**src/rtl/i2c_cond_pkg.sv**
```systemverilog
package i2c_cond_pkg;

   typedef enum logic [2:0] {
      SQ_IDLE        = 3'd0,
      SQ_START_SETUP = 3'd1,
      SQ_START_HOLD  = 3'd2,
      SQ_STOP_HOLD   = 3'd3,
      SQ_STOP_SETUP  = 3'd4,
      SQ_STOP_FLAG   = 3'd5
   } sq_state_t;

   function automatic int max2(input int a, input int b);
      return (a > b) ? a : b;
   endfunction

endpackage

```
**src/rtl/cond_cmd_decode.sv**
```systemverilog
module cond_cmd_decode (
   input  logic enable,
   input  logic wr_stb,
   input  logic wr_mst,
   input  logic wr_trx,
   input  logic wr_bb,
   input  logic bus_busy,
   input  logic seq_idle,
   output logic acc_start,
   output logic acc_stop,
   output logic reject
);
   logic cmd_valid;
   logic start_req;
   logic stop_req;

   assign cmd_valid = enable & wr_stb & wr_mst & wr_trx & seq_idle;
   assign start_req = cmd_valid & wr_bb;
   assign stop_req  = cmd_valid & ~wr_bb;

   assign acc_start = start_req & ~bus_busy;
   assign acc_stop  = stop_req  &  bus_busy;
   assign reject    = (start_req & bus_busy) | (stop_req & ~bus_busy);
endmodule

```
**src/rtl/cond_timing_sel.sv**
```systemverilog
module cond_timing_sel #(
   parameter int CNT_W         = 5,
   parameter bit HAS_FAST      = 1'b1,
   parameter int STD_START_SU  = 20,
   parameter int STD_STOP_SU   = 17,
   parameter int STD_HOLD      = 20,
   parameter int STD_FLAG      = 12,
   parameter int FAST_START_SU = 10,
   parameter int FAST_STOP_SU  = 7,
   parameter int FAST_HOLD     = 10,
   parameter int FAST_FLAG     = 6
) (
   input  logic             fast,
   output logic [CNT_W-1:0] t_start_su,
   output logic [CNT_W-1:0] t_stop_su,
   output logic [CNT_W-1:0] t_hold,
   output logic [CNT_W-1:0] t_flag
);
   generate
      if (HAS_FAST) begin : g_two_modes
         assign t_start_su = fast ? CNT_W'(FAST_START_SU) : CNT_W'(STD_START_SU);
         assign t_stop_su  = fast ? CNT_W'(FAST_STOP_SU)  : CNT_W'(STD_STOP_SU);
         assign t_hold     = fast ? CNT_W'(FAST_HOLD)     : CNT_W'(STD_HOLD);
         assign t_flag     = fast ? CNT_W'(FAST_FLAG)     : CNT_W'(STD_FLAG);
      end else begin : g_std_only
         logic unused_fast;
         assign unused_fast = fast;
         assign t_start_su  = CNT_W'(STD_START_SU);
         assign t_stop_su   = CNT_W'(STD_STOP_SU);
         assign t_hold      = CNT_W'(STD_HOLD);
         assign t_flag      = CNT_W'(STD_FLAG);
      end
   endgenerate
endmodule

```
**src/rtl/cond_down_timer.sv**
```systemverilog
module cond_down_timer #(
   parameter int CNT_W = 5
) (
   input  logic             clk,
   input  logic             rst,
   input  logic             load,
   input  logic [CNT_W-1:0] load_val,
   output logic [CNT_W-1:0] count,
   output logic             expired
);
   always_ff @(posedge clk) begin
      if (rst)
         count <= '0;
      else if (load)
         count <= load_val;
      else if (count != '0)
         count <= count - CNT_W'(1);
   end

   assign expired = (count == '0);
endmodule

```
**src/rtl/i2c_cond_gen.sv**
```systemverilog
module i2c_cond_gen #(
   parameter int BITCNT_W      = 3,
   parameter bit HAS_FAST      = 1'b1,
   parameter int STD_START_SU  = 20,
   parameter int STD_STOP_SU   = 17,
   parameter int STD_HOLD      = 20,
   parameter int STD_FLAG      = 12,
   parameter int FAST_START_SU = 10,
   parameter int FAST_STOP_SU  = 7,
   parameter int FAST_HOLD     = 10,
   parameter int FAST_FLAG     = 6
) (
   input  logic                clk,
   input  logic                rst,
   input  logic                enable,
   input  logic                mode_fast,
   input  logic                wr_stb,
   input  logic                wr_mst,
   input  logic                wr_trx,
   input  logic                wr_bb,
   output logic                sda_drive_low,
   output logic                scl_drive_low,
   output logic                bus_busy,
   output logic [BITCNT_W-1:0] bit_cnt,
   output logic                byte_start,
   output logic                cmd_error
);
   import i2c_cond_pkg::*;

   localparam int MAX_STD  = max2(max2(STD_START_SU, STD_STOP_SU), max2(STD_HOLD, STD_FLAG));
   localparam int MAX_FAST = max2(max2(FAST_START_SU, FAST_STOP_SU), max2(FAST_HOLD, FAST_FLAG));
   localparam int MAX_CNT  = max2(MAX_STD, MAX_FAST);
   localparam int CNT_W    = $clog2(MAX_CNT + 1);

   generate
      if (STD_FLAG < 1 || STD_FLAG >= STD_HOLD) begin : g_bad_std_flag
         $error("standard busy-flag delay must lie in 1..hold-1");
      end
      if (FAST_FLAG < 1 || FAST_FLAG >= FAST_HOLD) begin : g_bad_fast_flag
         $error("high-speed busy-flag delay must lie in 1..hold-1");
      end
      if (STD_START_SU < 1 || STD_STOP_SU < 1 || FAST_START_SU < 1 || FAST_STOP_SU < 1) begin : g_bad_setup
         $error("setup delays must be at least one cycle");
      end
      if (BITCNT_W < 1) begin : g_bad_bitcnt
         $error("bit counter needs at least one bit");
      end
   endgenerate

   sq_state_t        state;
   logic             mode_q;
   logic             seq_idle;
   logic             acc_start;
   logic             acc_stop;
   logic             reject;
   logic             sel_fast;
   logic [CNT_W-1:0] t_start_su;
   logic [CNT_W-1:0] t_stop_su;
   logic [CNT_W-1:0] t_hold;
   logic [CNT_W-1:0] t_flag;
   logic [CNT_W-1:0] flag_mark;
   logic             tmr_load;
   logic [CNT_W-1:0] tmr_val;
   logic [CNT_W-1:0] tmr_count;
   logic             tmr_zero;

   assign seq_idle  = (state == SQ_IDLE);
   assign sel_fast  = seq_idle ? mode_fast : mode_q;
   assign flag_mark = t_hold - t_flag;

   cond_cmd_decode u_dec (
      .enable    (enable),
      .wr_stb    (wr_stb),
      .wr_mst    (wr_mst),
      .wr_trx    (wr_trx),
      .wr_bb     (wr_bb),
      .bus_busy  (bus_busy),
      .seq_idle  (seq_idle),
      .acc_start (acc_start),
      .acc_stop  (acc_stop),
      .reject    (reject)
   );

   cond_timing_sel #(
      .CNT_W         (CNT_W),
      .HAS_FAST      (HAS_FAST),
      .STD_START_SU  (STD_START_SU),
      .STD_STOP_SU   (STD_STOP_SU),
      .STD_HOLD      (STD_HOLD),
      .STD_FLAG      (STD_FLAG),
      .FAST_START_SU (FAST_START_SU),
      .FAST_STOP_SU  (FAST_STOP_SU),
      .FAST_HOLD     (FAST_HOLD),
      .FAST_FLAG     (FAST_FLAG)
   ) u_tsel (
      .fast       (sel_fast),
      .t_start_su (t_start_su),
      .t_stop_su  (t_stop_su),
      .t_hold     (t_hold),
      .t_flag     (t_flag)
   );

   // phase reload: a phase of N cycles loads N-1 and ends on the edge that sees zero
   always_comb begin
      tmr_load = 1'b0;
      tmr_val  = '0;
      unique case (state)
         SQ_IDLE: begin
            if (acc_start) begin
               tmr_load = 1'b1;
               tmr_val  = t_start_su - CNT_W'(1);
            end else if (acc_stop) begin
               tmr_load = 1'b1;
               tmr_val  = t_hold - CNT_W'(1);
            end
         end
         SQ_START_SETUP: begin
            if (tmr_zero) begin
               tmr_load = 1'b1;
               tmr_val  = t_hold - CNT_W'(1);
            end
         end
         SQ_STOP_HOLD: begin
            if (tmr_zero) begin
               tmr_load = 1'b1;
               tmr_val  = t_stop_su - CNT_W'(1);
            end
         end
         SQ_STOP_SETUP: begin
            if (tmr_zero) begin
               tmr_load = 1'b1;
               tmr_val  = t_flag - CNT_W'(1);
            end
         end
         default: begin
            tmr_load = 1'b0;
            tmr_val  = '0;
         end
      endcase
   end

   cond_down_timer #(.CNT_W(CNT_W)) u_tmr (
      .clk      (clk),
      .rst      (rst),
      .load     (tmr_load),
      .load_val (tmr_val),
      .count    (tmr_count),
      .expired  (tmr_zero)
   );

   always_ff @(posedge clk) begin
      if (rst) begin
         state         <= SQ_IDLE;
         mode_q        <= 1'b0;
         sda_drive_low <= 1'b0;
         scl_drive_low <= 1'b0;
         bus_busy      <= 1'b0;
         bit_cnt       <= '1;
         byte_start    <= 1'b0;
         cmd_error     <= 1'b0;
      end else begin
         byte_start <= 1'b0;
         if (reject)
            cmd_error <= 1'b1;
         unique case (state)
            SQ_IDLE: begin
               if (acc_start) begin
                  mode_q <= mode_fast;
                  state  <= SQ_START_SETUP;
               end else if (acc_stop) begin
                  mode_q        <= mode_fast;
                  sda_drive_low <= 1'b1;
                  scl_drive_low <= 1'b1;
                  state         <= SQ_STOP_HOLD;
               end
            end
            SQ_START_SETUP: begin
               if (tmr_zero) begin
                  sda_drive_low <= 1'b1;
                  state         <= SQ_START_HOLD;
               end
            end
            SQ_START_HOLD: begin
               if (tmr_count == flag_mark)
                  bus_busy <= 1'b1;
               if (tmr_zero) begin
                  scl_drive_low <= 1'b1;
                  bit_cnt       <= '0;
                  byte_start    <= 1'b1;
                  state         <= SQ_IDLE;
               end
            end
            SQ_STOP_HOLD: begin
               if (tmr_zero) begin
                  scl_drive_low <= 1'b0;
                  state         <= SQ_STOP_SETUP;
               end
            end
            SQ_STOP_SETUP: begin
               if (tmr_zero) begin
                  sda_drive_low <= 1'b0;
                  state         <= SQ_STOP_FLAG;
               end
            end
            SQ_STOP_FLAG: begin
               if (tmr_zero) begin
                  bus_busy <= 1'b0;
                  state    <= SQ_IDLE;
               end
            end
            default: state <= SQ_IDLE;
         endcase
      end
   end
endmodule

```
**config.mk**
```make
export PLATFORM = sky130hd
export DESIGN_NAME = i2c_cond_gen
export DESIGN_NICKNAME = d
export VERILOG_FILES = /design/src/rtl/i2c_cond_pkg.sv /design/src/rtl/cond_cmd_decode.sv /design/src/rtl/cond_timing_sel.sv /design/src/rtl/cond_down_timer.sv /design/src/rtl/i2c_cond_gen.sv
export SDC_FILE = /design/constraint.sdc
export NUM_CORES = 1
export LEC_CHECK = 0
export BUFFER_PORTS_ARGS = -buffer_cell sky130_fd_sc_hd__buf_4
export CAP_MARGIN = 10
export CORE_MARGIN = 2
export CORE_UTILIZATION = 55
export CTS_BUF_LIST = sky130_fd_sc_hd__clkbuf_4 sky130_fd_sc_hd__clkbuf_8
export CTS_CLUSTER_SIZE = 24
export DETAILED_ROUTE_END_ITERATION = 12
export PLACE_DENSITY = 0.78
export SLEW_MARGIN = 20
export SYNTH_ARGS = -nofsm -noshare
export SYNTH_HDL_FRONTEND = slang
export SYNTH_SLANG_ARGS = --single-unit
```
**constraint.sdc**
```tcl
create_clock -name clk -period 2 [get_ports clk]
set_input_delay 0.1 -clock clk [delete_from_list [all_inputs] [get_ports clk]]
set_output_delay 0.1 -clock clk [all_outputs]
set_load 0.03 [all_outputs]
```
Yosys cells after proc, flatten, opt, wreduce, memory -nomap -nowiden:

Index checks and enable logic that the tools add are counted.

* bits in registers: 17
* output and inout port bits: 8

* add/subtract/negate cells: 5
* equal/unequal tests: 16
* multiplexer cells: 33
* bitwise gates (word level): 14
* reductions and logical operators: 17

Operators by type and width (number)
* two-way mux 5 bit: 9
* one-hot mux 5 bit (4 select lines): 1
* subtractor 5 x 1 -> 5 bit, second input constant: 4
* two-way mux 3 bit: 6
* one-hot mux 3 bit (5 select lines): 1
* AND reduction 5 bit: 3
* != test 2 bit, second input constant: 7
* two-way mux 1 bit: 11
* AND 1 bit: 10
* == test 3 x 2 -> 1 bit, second input constant: 2
* == test 3 bit, second input constant: 2
* one-hot mux 1 bit (3 select lines): 2
* nonzero test 2 bit: 3
* nonzero test 3 bit: 2
* == test 5 bit: 1
* zero test 5 bit: 1
* nonzero test 5 bit: 1
* subtractor 5 bit: 1
* two-way mux 4 bit: 1
* != test 2 x 1 -> 1 bit, second input constant: 2
* one-hot mux 1 bit (2 select lines): 2
* AND reduction 2 bit: 2
* OR reduction 2 bit: 2
* == test 3 x 1 -> 1 bit, second input constant: 1
* other kinds (6): 8

Longest topological paths before layout:

Gate-level depths: netlist (run 1).

* word-level depth: 10
* mapped depth: 7
* depth with buffers taken out: 6

By module:

A second synthesis (run 1) with hierarchy kept.

* cell total of the unflattened synthesis: 201
* area, all modules: 1570.3 um^2

Modules (own cells, without submodules)
* i2c_cond_gen: instances 1, cells an instance 140, area each 1069.8 um^2, sequential area each 200.2 um^2
* cond_down_timer: instances 1, cells an instance 32, area each 287.8 um^2, sequential area each 100.1 um^2
* cond_timing_sel: instances 1, cells an instance 22, area each 153.9 um^2, sequential area each 0.0 um^2
* cond_cmd_decode: instances 1, cells an instance 7, area each 58.8 um^2, sequential area each 0.0 um^2

Worst setup path after synthesis (run 1):

No wires, ideal clock.

* path kind: register -> register
* start point: register u_tmr.count[0]
* end point: register state[1]
* arrival time: 1.578 ns
* required time: 1.897 ns
* slack: 0.319 ns
* stages on the path, launching flop included: 8
* path buffers: 1
* path through: dfxtp_1 > inv_1 > ha_1 > or4b_1 > buf_2 > nor2_2 > a311oi_1 > a2111oi_2

* word-level cells in the longest chain between the ends: 3

Ends and longest elaborated chain
* start: declaration: RTL line cond_down_timer.sv:8 `output logic [CNT_W-1:0] count,`
* start signal: assignment: RTL line cond_down_timer.sv:15 `count <= load_val;`
* start signal: assignment: RTL line cond_down_timer.sv:17 `count <= count - CNT_W'(1);`
* zero test 5 bit *: RTL line cond_down_timer.sv:20 `assign expired = (count == '0);`
* != test 2 x 1 -> 1 bit (no source line) / != test 2 bit (equally long branches)
* AND reduction 5 bit (no source line) *
* end signal: assignment: RTL line i2c_cond_gen.sv:153 `state <= SQ_IDLE;`
* end signal: assignment: RTL line i2c_cond_gen.sv:169 `state <= SQ_START_SETUP;`
* end signal: assignment: RTL line i2c_cond_gen.sv:174 `state <= SQ_STOP_HOLD;`
* end: declaration: RTL line i2c_cond_gen.sv:50 `sq_state_t state;`

Mark *: on every way between the ends. The rest lies on a longest branch, timed or not.
A chain may end at the register's enable or synchronous reset.

Worst setup path after layout (run 1):

Same ends and word-level chain as after synthesis.

==> impl_metrics.yaml, run 1 <==
synthesis:
  muxShareOfSynthArea_pct: 4.45
  ys.flop_type: "dfxtp_1"
  syn-num-nets: 123
  synth_fa_ha_area_share_pct: 2.70
  async_flop_share_pct: 0
  ys_ff_latch: 15
  synth_edf_count: 0
  synth_top_family_by_area: "simple AND/OR/NAND/NOR gates"
  synth_warnings: 0
  netlist_instances: 113
  synthDistinctLibCells: 41
  synth_compound_area_share_pct: 18.8
  synthSimpleGateAreaFrac_pct: 30.2
  syn_avg_cell_area_um2: 8.20
  synth_seq_area_share_pct: 32.4
  synthXorXnorAreaFrac_pct: 4.72
  netlist_area_um2: 927
worst_setup_path:
  cp_slowest_cell: "or4b_1"
  critPathRequiredTime_ps: 2200
  cp_top_family: "simple AND/OR/NAND/NOR gates"
  arrival_ps: 1910
  path_max_fanout: 4
  crit_chain: "inv_1 > ha_1 > or4b_1 > nor2_2 > a311oi_1 > a2111oi_2"
  critical_path_buf_inv_count: 1
  max_stage_delay_ps: 480
  end_kind: "register"
  critPathKind: "register to register"
  startpoint_type: "register"
global_route:
  grt_pass1_wl_mm: 3.62
  grt_usage_pct: 25.2
  grt_pass1_vias: 784
  grt_max_degree: 17
  antenna_found_initial: 0
  overflow: 0
detailed_routing:
  wl_mm: 2.20
  drt-initial-drc-count: 32
  avgRoutedWirePerCell_um: 15.3
  dr.pass1.iters: 4
  avgViaCountPerCell: 6.15
  route.detailed.drc: 0
  num_vias: 885
  ant_nets: 0
job:
  maxCapViolCount: 0
floorplanning:
  io_pins: 16
  core_region_area_um2: 1540
  dieArea_um2: 2030
  rows: 14
  die_h_um: 45.1
  die_w_um: 45.1
  initial_utilization_pct: 60.1
timing:
  grt_setup_unrepaired: "no"
  max_freq_mhz: 582
  fin_crit_sh_pct: 85.9
  tns_ps: 0
  max_slew.worst_pin.slew_ps: 480
  period_needed_ps: 1720
  slew_violations: 0
  skew_ps: 5.96
  relSlewSlack_pct: 67.8
  setup_viol: 0
  hold_viol: 0
cts:
  clkLatencyLatePin_ps: 290
  cts-resized-gates: 0
  ctsHtreeMaxLevel: 1
  cts_tree: "yes"
  clkTransAtPathRegs_ps: 90
  root_buffer: "clkbuf_4"
  hold_buffers: 0
  cts_buffer_depth: 2
  cts_sinks: 15
  cts-buffers-inserted: 3
  post_cts_buffers: 0
finish:
  areaGrowthSynthToFinish_pct: 16.9
  mostFrequentLayoutCells: "buf_4, dfxtp_1, nor2_1, nand2_1, nand3_1"
  multiInputGateArea_um2: 564
  diodes: 0
  layout.cells.non_filler: 144
  seq_area_um2: 300
  nets: 139
  final_common_cell: "buf_4"
  drive_above_1_share_pct: 23.4
  fillCellCount: 137
place:
  dp.cells: 140
  place.gp.congestion: 0.835
  port_buffers: 15
  dp_hpwl_mm: 1.63
pwr:
  netSwitchingPower_mw: 0.456
  p_int_mw: 0.717
  seqPwrFrac_pct: 35.3
  irDropWorstVdd_uv: 612
  powerDensity_nw_per_um2: 1080
  p_comb_share_pct: 48.2
  p_leak_nw: 0.451
  swShare_pct: 38.9
  power_frac_clock_pct: 16.5
outcome:
  status: "finished clean"
worst_hold_path:
  hold_path_class: "input pin to register"
[synth_stat cells, types with 3 or more instances]
cell,count,area [µm²]
nor2b_1,6,37.5
nor3_1,3,15.0
clkbuf_1,4,15.0
a21oi_1,6,30.0
nand3_1,7,35.0
nand2_1,8,30.0
nor2_1,8,30.0
and3_1,3,18.8
mux2i_1,3,30.0
dfxtp_1,15,300
nand4_1,3,18.8
inv_1,5,18.8
xor2_1,3,26.3
[cell families after synthesis]
family / count (synthesis)
mux: 4
fa+ha+maj: 2
compound gates: 24
simple gates: 49
flops: 15
xor+xnor: 5
buf+inv: 14
[layer usage]
layer,wire length (µm),global-route usage [%]
met5,0,0
met4,40,14.7
met3,181,6.40
met2,1040,39.1
met1,935,31.5
[sequential cells by signal (all words and copies together), names as in the netlist]
signal         flops
byte_start         1
mode_q             1
sda_drive_low      1
cmd_error          1
u_tmr.count        5
state              3
bus_busy           1
bit_cnt            1
scl_drive_low      1
[power by group through the flow]
stage / Combinational (mW) / Sequential [mW] / Clock [mW]
finish: 0.566 / 0.414 / 0.194
global placement: 0.547 / 0.417 / 0
detailed placement: 0.552 / 0.421 / 0
CTS: 0.557 / 0.413 / 0.198
floorplan: 0.432 / 0.409 / 0
global route: 0.618 / 0.421 / 0.209
[worst reg2reg max path: cells and delay by family (launching register included)]
family,cells,cell delay [ps]
AOI/OAI and AO/OA,2,390
adders and majority gates,1,220
buffers and inverters,1,100
DFF,1,320
and+or+nand+nor,2,580
[layout make-up]
type	instances	area share, %
Tap cell	16	1.85
Multi-Input combinational cell	84	52.1
Timing Repair Buffer	20	13.9
Clock buffer	4	2.77
Sequential cell	15	27.7
Inverter	5	1.73
[metrics by stage]
step	hold WS, ps	util [%]	power, mW	instance area (µm²)	setup slack [ps]
2_1_floorplan	169	-	0.841	927	319
3_3_place_gp	385	68.3	0.964	1050	368
3_5_place_dp	387	68.3	0.973	1050	318
4_1_cts	74.7	70.3	1.17	1080	287
5_1_grt	86.2	70.3	1.25	1080	208
6_report	84.1	70.3	1.17	1080	283
[path summary, 6_finish.rpt]
check                     to      startpoint  slack (ps)  depth (start not counted)
setup reg to reg    state[1]  u_tmr.count[0]         280                          6
hold / removal        mode_q       mode_fast          80                          3
setup / recovery    state[1]  u_tmr.count[0]         280                          6
hold reg to reg   bit_cnt[1]      bit_cnt[1]         520                          2
Power figures use the tool's default switching activity.
==> run 2, diff against run 1 <==
Settings changed: CORE_UTILIZATION 55 to 54, CTS_BUF_LIST sky130_fd_sc_hd__clkbuf_4 sky130_fd_sc_hd__clkbuf_8 to default, PLACE_DENSITY 0.78 to 0.77.
==> run 2 against run 1 <==
Compared with the run above: die area grew 1.7%; clock power shrank 8%; sequential power is essentially flat; global-route usage shrank 2.9 points; critical endpoint unchanged; critical path type unchanged; via count grew 0.34%; core utilization shrank 1.5 points.
==> impl_metrics.yaml, run 2 (same netlist as run 1, synthesis figures left out) <==
finish:
  fin_util_pct: 68.8
  mostFrequentLayoutCells: "buf_4, dfxtp_1, nor2_1, nand2_1, nand3_1"
  areaGrowthSynthToFinish_pct: 15.7
  fillCellCount: 128
  largest_register: "u_tmr.count"
  drive_above_1_share_pct: 22.0
  largest_register_ffs: 5
  design_area_um2: 1070
  final_common_cell: "buf_4"
  nets: 138
  diodes: 0
  top_regs: "u_tmr.count: 5 flops, state: 3 flops"
pwr:
  p_int_mw: 0.705
  swShare_pct: 38.8
  p_comb_share_pct: 48.5
  power_frac_clock_pct: 15.5
  netSwitchingPower_mw: 0.447
  powerDensity_nw_per_um2: 1070
  p_leak_nw: 0.442
  seqPwrFrac_pct: 36.0
  irDropWorstVdd_uv: 928
timing:
  tns_ps: 0
  setup_viol: 0
  slew_violations: 0
  period_needed_ps: 1770
  max_slew.worst_pin.slew_ps: 558
  relSlewSlack_pct: 62.7
  postLayoutSetupSlackWorst_ps: 233
  hold_viol: 0
  grt_setup_unrepaired: "no"
  fin_crit_sh_pct: 88.4
  skew_ps: 4.35
  max_freq_mhz: 566
global_route:
  grt_usage_pct: 22.4
  grt_max_degree: 17
  grt_pass1_vias: 734
  antenna_found_initial: 0
  grt_pass1_wl_mm: 3.39
  overflow: 0
cts:
  clkLatencyLatePin_ps: 290
  post_cts_buffers: 0
  cts_sinks: 15
  cts_tree: "yes"
  clkTransAtPathRegs_ps: 90
  ctsHtreeMaxLevel: 1
  cts-buffers-inserted: 3
  cts_buffer_depth: 2
  cts-resized-gates: 0
  hold_buffers: 0
  root_buffer: "clkbuf_4"
worst_setup_path:
  startpoint_type: "register"
  r2r_end: "state[1]"
  critPathKind: "register to register"
  rr_worst_depth: 6
  cp_top_family: "simple AND/OR/NAND/NOR gates"
  critical_path_buf_inv_count: 1
  critPathRequiredTime_ps: 2180
  r2r_slack_ps: 230
  cp_slowest_cell: "or4b_1"
  path_max_fanout: 4
  arrival_ps: 1950
  crit_chain: "inv_1 > ha_1 > or4b_1 > nor2_2 > a311oi_1 > a2111oi_2"
  r2r_start: "u_tmr.count[0]"
  end_kind: "register"
  max_stage_delay_ps: 480
worst_hold_path:
  hold_depth: 3
  hold_path_class: "input pin to register"
  holdPathEnd: "mode_q"
  min_from: "mode_fast"
detailed_routing:
  routed-wl-met2_um: 956
  dr.pass1.iters: 4
  wl_met1_um: 967
  dr.max_layer_used: "met4"
  avgViaCountPerCell: 6.21
  ant_nets: 0
  wl_mm: 2.07
  num_vias: 888
  avgRoutedWirePerCell_um: 14.4
  met3_length_um: 122
  route.detailed.drc: 0
  drt-initial-drc-count: 19
floorplanning:
  dieArea_um2: 2060
  rows: 14
  die_w_um: 45.4
  die_h_um: 45.4
  initial_utilization_pct: 59.5
  core_region_area_um2: 1560
  io_pins: 16
job:
  maxCapViolCount: 0
outcome:
  status: "finished clean"
place:
  place_ws_ps: 231
  dp_hpwl_mm: 1.55
  place_area_um2: 1050
  place.gp.congestion: 0.852
  port_buffers: 15
run 2: metal layers:
| layer | track usage [%] | up-vias |
|---|---|---|
| met5 | 0 | - |
| met4 | 5.29 | 0 |
| met3 | 3.57 | 2 |
| met2 | 33.5 | 29 |
| met1 | 33.3 | 418 |
| li1 | - | 439 |
run 2: how the worst max path moves through the flow:
stage | cells past startpoint | endpoint | startpoint | slack (ps)
6_report | 6 | state[1] | u_tmr.count[0] | 230
5_1_grt | 6 | state[1] | u_tmr.count[0] | 110
4_1_cts | 6 | state[1] | u_tmr.count[0] | 230
3_5_place_dp | 6 | state[1] | u_tmr.count[0] | 230
3_3_place_gp | 7 | u_tmr.count[4] | u_tmr.count[0] | 350
2_1_floorplan | 7 | state[1] | u_tmr.count[0] | 320
run 2: power groups by stage:
stage / combinational, mW / clock [mW] / sequential (mW)
finish: 0.559 / 0.179 / 0.414
global route: 0.614 / 0.195 / 0.425
CTS: 0.555 / 0.183 / 0.412
detailed placement: 0.553 / 0 / 0.419
global placement: 0.551 / 0 / 0.416
floorplan: 0.432 / 0 / 0.409
run 2: per-stage QoR:
| stage | power, mW | std cells | hold WS, ps |
|---|---|---|---|
| 2_1_floorplan | 0.841 | 113 | 169 |
| 4_1_cts | 1.15 | 143 | 82.7 |
| 3_3_place_gp | 0.967 | 139 | 381 |
| 3_5_place_dp | 0.972 | 139 | 387 |
| 6_report | 1.15 | 143 | 84.4 |
| 5_1_grt | 1.23 | 143 | 101 |
run 2: final cells by class:
type | instances | area [µm²] | area share (%)
Multi-Input combinational cell | 84 | 564 | 52.6
Tap cell | 16 | 20.0 | 1.87
Timing Repair Buffer | 19 | 143 | 13.3
Sequential cell | 15 | 300 | 28.0
Inverter | 5 | 18.8 | 1.75
Clock buffer | 4 | 26.3 | 2.45
run 2: worst min-delay path, cell delays in order:
cell	delay, ps
buf_4	110
mux2i_1	60
nor2_1	70
==> run 3, diff against run 2 <==
Settings changed: CORE_UTILIZATION 54 to 26, PLACE_DENSITY 0.77 to default.
==> run 3 against run 2 <==
Compared with the run above: clock-buffer cell count fell by 1; first-iteration DRC count rose to 5.1 times the previous value; critical endpoint unchanged; setup slack got worse by 86 ps; largest cell class unchanged; highest routed layer unchanged.
==> impl_metrics.yaml, run 3 (same netlist as run 1, synthesis figures left out) <==
outcome:
  status: "finished clean"
finish:
  largest_register_ffs: 5
  mostFrequentLayoutCells: "buf_4, dfxtp_1, nor2_1, nand2_1, nand3_1"
  diodes: 0
  nets: 139
  top_regs: "u_tmr.count: 5 flops, state: 3 flops"
  multiInputGateArea_um2: 564
  layout.cells.non_filler: 174
  seq_area_um2: 300
  largest_register: "u_tmr.count"
  fin_util_pct: 33.0
  areaGrowthSynthToFinish_pct: 20.6
  fillCellCount: 364
  final_common_cell: "buf_4"
  design_area_um2: 1120
  drive_above_1_share_pct: 23.4
cts:
  post_cts_buffers: 0
  hold_buffers: 0
  clkTransAtPathRegs_ps: 100
  root_buffer: "clkbuf_4"
  cts_buffer_depth: 2
  cts-buffers-inserted: 3
  ctsHtreeMaxLevel: 1
  cts_sinks: 15
  clkLatencyLatePin_ps: 290
  cts_tree: "yes"
  cts-resized-gates: 0
worst_setup_path:
  path_max_fanout: 7
  startpoint_type: "register"
  cp_slowest_cell: "or4b_1"
  critPathKind: "register to register"
  critPathRequiredTime_ps: 2200
  end_kind: "register"
  crit_chain: "inv_1 > ha_1 > or4b_1 > nor2_2 > a311oi_1 > a2111oi_2"
  max_stage_delay_ps: 600
  arrival_ps: 2050
pwr:
  power_mw: 1.15
  powerDensity_nw_per_um2: 1030
  irDropWorstVdd_uv: 331
  p_leak_nw: 0.451
global_route:
  grt_pass1_wl_mm: 3.66
  grt_pass1_vias: 772
  antenna_found_initial: 0
  grt_max_degree: 17
  overflow: 0
  grt_usage_pct: 11.4
timing:
  setup_viol: 0
  skew_ps: 8.98
  hold_ws_ps: 89.5
  postLayoutSetupSlackWorst_ps: 147
  tns_ps: 0
  slew_violations: 0
  max_slew.worst_pin.slew_ps: 471
  period_needed_ps: 1850
  relSlewSlack_pct: 68.5
  fin_crit_sh_pct: 92.7
  max_freq_mhz: 540
  grt_setup_unrepaired: "no"
  hold_viol: 0
detailed_routing:
  avgViaCountPerCell: 5.09
  met3_length_um: 164
  dr.pass1.iters: 4
  dr.max_layer_used: "met4"
  drt-initial-drc-count: 97
  wl_met1_um: 948
  num_vias: 886
  ant_nets: 0
  route.detailed.drc: 0
  wl_mm: 2.17
  avgRoutedWirePerCell_um: 12.5
  routed-wl-met2_mm: 1.02
place:
  place_ws_ps: 163
  port_buffers: 15
  dp_hpwl_mm: 1.64
  place_area_um2: 1090
  dp.cells: 170
  place.gp.congestion: 0.796
worst_hold_path:
  hold_path_class: "input pin to register"
floorplanning:
  core_region_area_um2: 3390
  initial_utilization_pct: 27.4
  io_pins: 16
  rows: 21
  die_w_um: 63.7
  die_h_um: 63.7
  dieArea_um2: 4060
job:
  maxCapViolCount: 0
==> run 3: changes by cell type in the layout (fill, tap and decap cells not counted), sizes merged <==
cell,before,now
clkinv,0,1
clkbuf,4,3
buf,19,20
==> run 3: worst paths after layout <==
check                           cells after the start         end           start  slack [ps]
worst max-delay path                                6    state[1]  u_tmr.count[0]         150
worst min-delay path                                3      mode_q       mode_fast          90
worst max register to register                      6    state[1]  u_tmr.count[0]         150
worst min register to register                      2  bit_cnt[1]      bit_cnt[1]         510
==> run 3: layer usage <==
layer	vias to the layer above	GRT usage [%]
met1	408	14.2
li1	441	-
met3	6	3.93
met2	31	17.6
met4	0	4.89
met5	-	0
==> run 3: cell type report <==
class / instances / share of cell area, %
multi-input cells: 84 / 50.4
clock buffers: 3 / 2.01
well taps: 46 / 5.15
inverters: 5 / 1.68
clock inverters: 1 / 0.447
repair buffers: 20 / 13.4
flip-flops and latches: 15 / 26.8
==> run 3: power breakdown <==
part	total, mW	switching (mW)	internal, mW
Clock	0.178	0.104	0.0744
Combinational	0.563	0.288	0.275
Sequential	0.413	0.0608	0.352
Total	1.15	0.453	0.701
==> run 3: worst max-delay path: cells and delay by family (launching register included) <==
family | cells | cell delay [ps]
and+or+nand+nor | 2 | 730
AOI/OAI and AO/OA | 2 | 390
DFF | 1 | 320
adders and majority gates | 1 | 220
buffers and inverters | 1 | 100
